File: config.mk
export PLATFORM = sky130hd
export DESIGN_NAME = burst_seq_gen
export DESIGN_NICKNAME = d
export VERILOG_FILES = /design/src/rtl/burst_pkg.sv /design/src/rtl/burst_start_reg.sv /design/src/rtl/burst_beat_ctr.sv /design/src/rtl/burst_order_map.sv /design/src/rtl/burst_seq_gen.sv
export SDC_FILE = /design/constraint.sdc
export NUM_CORES = 1
export LEC_CHECK = 0
export ABC_AREA = 1
export CELL_PAD_IN_SITES_DETAIL_PLACEMENT = 1
export CELL_PAD_IN_SITES_GLOBAL_PLACEMENT = 1
export CORE_AREA = 2 2 39 41
export CTS_CLUSTER_SIZE = 10
export DETAILED_ROUTE_END_ITERATION = 10
export DIE_AREA = 0 0 41 43
export PLACE_DENSITY_LB_ADDON = 0.25
export SLEW_MARGIN = 0
export SYNTH_ARGS = -nofsm -noshare
export SYNTH_HDL_FRONTEND = slang
export SYNTH_SLANG_ARGS = --single-unit
File: constraint.sdc
create_clock -name clk -period 0.9 [get_ports clk]
set_input_delay 0.135 -clock clk [delete_from_list [all_inputs] [get_ports clk]]
set_output_delay 0.135 -clock clk [all_outputs]
set_load 0.02 [all_outputs]
File: src/rtl/burst_pkg.sv
// Package: shared types and sequencing functions for the burst address generator.
// Assumes the beat count and start value have the same width.
package burst_pkg;

    // Beat ordering selected by the static order input
    typedef enum logic {
        ORD_LINEAR     = 1'b0,
        ORD_INTERLEAVE = 1'b1
    } order_e;

    // Interleaved beat: start XOR beat count
    function automatic logic [1:0] seq_interleave(input logic [1:0] start, input logic [1:0] cnt);
        return start ^ cnt;
    endfunction

    // Linear beat: start plus beat count, wrapping at four
    function automatic logic [1:0] seq_linear(input logic [1:0] start, input logic [1:0] cnt);
        return start + cnt;
    endfunction

endpackage

File: src/rtl/burst_start_reg.sv
// Module: holds the start value of the current burst.
// Captures the external bits only on a load strobe; clears on synchronous
// active-low reset. Assumes the load strobe is already qualified upstream.
module burst_start_reg #(
    parameter int BEAT_W = 2
) (
    input  logic              clk,
    input  logic              rst_n,
    input  logic              load,
    input  logic [BEAT_W-1:0] ext_in,
    output logic [BEAT_W-1:0] start_q
);

    // Capture the start value at a load, otherwise keep it
    always_ff @(posedge clk) begin
        if (!rst_n)
            start_q <= '0;
        else if (load)
            start_q <= ext_in;
    end

    // without a load the stored start cannot move
    a_r8_start_held: assert property (@(posedge clk) disable iff (!rst_n)
        !load |=> $stable(start_q));

    // a load stores exactly the sampled external bits
    a_r2_start_loaded: assert property (@(posedge clk) disable iff (!rst_n)
        load |=> (start_q == $past(ext_in)));

endmodule

File: src/rtl/burst_beat_ctr.sv
// Module: beat counter and first-beat flag for a burst.
// A load clears the count and sets the flag. An active-low advance increments
// the count (wrapping at 2**BEAT_W) and clears the flag. Otherwise both hold.
module burst_beat_ctr #(
    parameter int BEAT_W = 2
) (
    input  logic              clk,
    input  logic              rst_n,
    input  logic              load,
    input  logic              adv_n,
    output logic [BEAT_W-1:0] cnt_q,
    output logic              fresh_q
);

    localparam logic [BEAT_W-1:0] ONE = BEAT_W'(1);

    // Count beats: clear on load, step on advance, hold on suspend
    always_ff @(posedge clk) begin
        if (!rst_n) begin
            cnt_q   <= '0;
            fresh_q <= 1'b0;
        end else if (load) begin
            cnt_q   <= '0;
            fresh_q <= 1'b1;
        end else if (!adv_n) begin
            cnt_q   <= cnt_q + ONE;
            fresh_q <= 1'b0;
        end
    end

    // reset clears the count and the flag
    a_r1_reset_clear: assert property (@(posedge clk)
        !rst_n |=> (cnt_q == '0 && !fresh_q));

    // an advance steps the count by one and ends the first beat
    a_r5_step: assert property (@(posedge clk) disable iff (!rst_n)
        (!load && !adv_n) |=> (cnt_q == $past(cnt_q) + ONE && !fresh_q));

    // a suspend keeps both count and flag
    a_r6_suspend: assert property (@(posedge clk) disable iff (!rst_n)
        (!load && adv_n) |=> ($stable(cnt_q) && $stable(fresh_q)));

endmodule

File: src/rtl/burst_order_map.sv
// Module: combinational map from start value and beat count to the effective
// low address bits. Assumes the order select is static while a burst runs.
module burst_order_map
    import burst_pkg::*;
(
    input  logic [1:0] start,
    input  logic [1:0] cnt,
    input  order_e     order,
    output logic [1:0] eff
);

    // Pick interleaved or linear sequencing
    always_comb begin
        if (order == ORD_INTERLEAVE)
            eff = seq_interleave(start, cnt);
        else
            eff = seq_linear(start, cnt);
    end

endmodule

File: src/rtl/burst_seq_gen.sv
// Module: top of the burst address sequence generator.
// Loads a start value, then steps or holds through a four-beat burst in
// interleaved or linear order. Assumes order_sel is static and that the
// strobes are already qualified by the chip-select logic outside this block.
module burst_seq_gen
    import burst_pkg::*;
#(
    parameter int BEAT_W = 2
) (
    input  logic       clk,
    input  logic       rst_n,
    input  logic       ld_burst,
    input  logic       adv_n,
    input  logic [1:0] ext_lo,
    input  logic       order_sel,
    output logic [1:0] eff_lo,
    output logic       first_beat
);

    logic [BEAT_W-1:0] start_q;
    logic [BEAT_W-1:0] cnt_q;
    logic              fresh_q;
    order_e            order;

    assign order = order_e'(order_sel);

    burst_start_reg #(.BEAT_W(BEAT_W)) u_start (
        .clk     (clk),
        .rst_n   (rst_n),
        .load    (ld_burst),
        .ext_in  (ext_lo),
        .start_q (start_q)
    );

    burst_beat_ctr #(.BEAT_W(BEAT_W)) u_ctr (
        .clk     (clk),
        .rst_n   (rst_n),
        .load    (ld_burst),
        .adv_n   (adv_n),
        .cnt_q   (cnt_q),
        .fresh_q (fresh_q)
    );

    burst_order_map u_map (
        .start (start_q),
        .cnt   (cnt_q),
        .order (order),
        .eff   (eff_lo)
    );

    assign first_beat = fresh_q;

    // a load, with or without advance, presents the external bits next cycle
    a_r2_load_out: assert property (@(posedge clk) disable iff (!rst_n)
        ld_burst |=> (eff_lo == $past(ext_lo) && first_beat));

    // a suspend freezes the visible beat
    a_r6_out_hold: assert property (@(posedge clk) disable iff (!rst_n)
        (!ld_burst && adv_n) |=> ($stable(eff_lo) && $stable(first_beat)));

endmodule

==> reports/results.ini <==
[timing]
grt_setup_unrepaired=yes
tightestPinTransition_ns=0.156
fmax_mhz=806
maxSlewHeadroom_pct=89.5
fin_skew_ns=0.00415
hold_viol=0
finalCriticalPeriod_ns=1.24
fin_crit_sh_pct=138
setup_slack_ns=-0.341
report.final.slew_viol_count=0
finalSetupViolations=2
whs_ns=0.458

[power_and_ir_drop]
p_total_mw=0.633
pwr-share-seq_pct=38.5
ir_drop_uv=563
intPower_mw=0.477
netSwitchingPower_mw=0.156
comb_power_share_pct=20.9
p_clk_share_pct=40.5
powerDensity_nw_per_um2=1440
switching_share_pct=24.6
power.leakage_nw=0.192

[finish]
fin_area_um2=439
nFillCells=179
diodes=0
syn2layout_area_growth_pct=72.1
seq_area_um2=105
nets=63
drive_gt1_share_pct=38.9
final_cell_count_no_fill=70
fin_util_pct=31.7
multi_input_area_um2=143

[clock_tree]
cts_tree=yes
clk_path_buf_depth=2
clk_latency_ns=0.24
cts_buffers=3
h-tree-depth=1
root_buffer=clkbuf_4
clkSlewWorstSetupHoldPaths_ns=0.04
cts_sinks=5
hold_buffers=0

[drt]
top_layer_used=met4
first_pass_iters=2
route.met2.wl_um=266
wirelength_um=549
drtIter0Drc=1
drc=0
wire_per_inst_um=7.84
met3_length_um=42
ant_nets=0
avgViaCountPerCell=4.00
drt-met1-wl_um=214
via_count=280

[grt]
grt_pass1_wl_um=952
grt_start_max_net_pins=6
grt.total_usage_pct=8.83
antenna_found_initial=0
gr-total-overflow=0
grt_pass1_vias=260

[synth]
syn_inst=37
ys_types=13
synth_top_family_by_area=simple AND/OR/NAND/NOR gates
synth-simple-area-share_pct=34.3
seq_area_frac_synth_pct=39.2
ys_warn_count=0
syn_avg_cell_area_um2=6.90
synth_nets=45
synth_mux_area_share_pct=0
synth-xor-area-share_pct=0
synth_fa_ha_area_share_pct=4.90
ys_ff_latch=5
syn-cell-area_um2=255
synth_compound_area_share_pct=10.8

[setup_path]
arrival_ns=1.11
regToRegSetupSlack_ns=0.07
worstSetupEndpoint=eff_lo[1]
r2r_end=u_start.start_q[0]
crit_path_max_fanout=2
end_kind=output port
rr_worst_depth=4
cp.required_ns=0.76
setup.worst_path.class=reg -> out
worst_setup_path_start_kind=register
reg2reg_from=u_start.start_q[0]
startpoint=u_ctr.cnt_q[0]

[worst_hold_path]
min_path_type=reg -> reg
min_delay_path_depth=2

[run_status]
status=finished, violations left
failed_checks=negative setup slack

[placed_design]
gp_congestion=0.576
io_buffers=9
placement.cell_area_um2=388
dpl.cell_count=65
hpwl_um=453

[floorplan]
fp.dieH_um=43
rows=14
coreArea_um2=1380
dieArea_um2=1760
num_io_pins=10
dieWidth_um=41
initial_core_util_pct=18.4

[flow_run]
maxCapViolations=0

[synthesized netlist by cell type]
library cell	instances	area [µm²]
nand2_1	11	41.3
clkinv_2	1	5.00
o21ai_0	3	15.0
inv_1	5	18.8
a21oi_1	1	5.00
nor2_2	2	12.5
a21boi_1	1	7.51
inv_2	1	3.75
nand3_1	2	10.0
nor2_1	3	11.3
dfxtp_1	5	100
nor3b_2	1	12.5
ha_1	1	12.5
[cell families after synthesis]
family / after synthesis
adders and majority gates: 1
AOI/OAI and AO/OA: 5
and+or+nand+nor: 19
DFF: 5
buffers and inverters: 7
[flip-flops by register name, summed over array words and instances (netlist names)]
| register | flops |
|---|---|
| u_ctr.cnt_q | 2 |
| u_ctr.fresh_q | 1 |
| u_start.start_q | 2 |
[worst min-delay path by stage]
stage / startpoint / to
final: u_ctr.fresh_q / u_ctr.fresh_q
after global routing: u_ctr.fresh_q / u_ctr.fresh_q
after CTS: u_ctr.fresh_q / u_ctr.fresh_q
after detailed placement: u_ctr.fresh_q / u_ctr.fresh_q
after global placement: u_ctr.fresh_q / u_ctr.fresh_q
after floorplan: ext_lo[0] / u_start.start_q[0]
[cells in the final DEF (no fill, tap or decap), types with 2 or more instances in the layout]
cell type        synthesis  routed
nand2_1                 11      11
clkdlybuf4s50_1          0       6
buf_4                    0       4
inv_2                    1       3
nor2_2                   2       3
inv_1                    5       3
clkbuf_4                 0       3
dfxtp_1                  5       3
nand3_1                  2       2
o21ai_0                  3       2
nor2_1                   3       2
buf_6                    0       2
[layer usage]
layer / vias to the layer above / GRT usage (%)
met3: 4 / 1.57
li1: 150 / -
met5: - / 0
met4: 0 / 12.0
met1: 116 / 8.65
met2: 10 / 12.5
[power groups by stage]
stage / sequential (mW) / clock [mW] / combinational (mW)
after floorplan: 0.248 / 0 / 0.0526
final: 0.244 / 0.257 / 0.133
after CTS: 0.246 / 0.274 / 0.129
after global placement: 0.246 / 0 / 0.124
after global routing: 0.245 / 0.286 / 0.148
after detailed placement: 0.246 / 0 / 0.124
[stage by stage]
step	TNS [ns]	worst slack, ns
after floorplan	0	0.0105
after global placement	-1.85	-0.658
after detailed placement	-1.85	-0.652
after CTS	-0.586	-0.395
after global routing	-0.616	-0.400
final	-0.531	-0.341
[critical path: stages (launching register included)]
cell and delay, ns:
dfxtp_4 0.35, ha_4 0.15, nand2_1 0.06, nand3_1 0.07, nand2_1 0.08, inv_2 0.04, buf_6 0.12
[cell type report]
class,instances,share of cell area (%)
well taps,16,4.56
flip-flops and latches,5,23.9
multi-input cells,25,32.5
clock buffers,4,5.98
inverters,7,6.27
repair buffers,13,26.8
[timing repair]
| action | 4_1_cts | 5_1_grt |
|---|---|---|
| gates resized for setup | 21 | 3 |
| endpoints found under the setup margin | 3 | 2 |
| hold endpoints to repair | 0 | 0 |
| setup buffers | 0 | 1 |
| pin swaps | 1 | 1 |
Note: power is estimated with default switching activity, not from simulation.
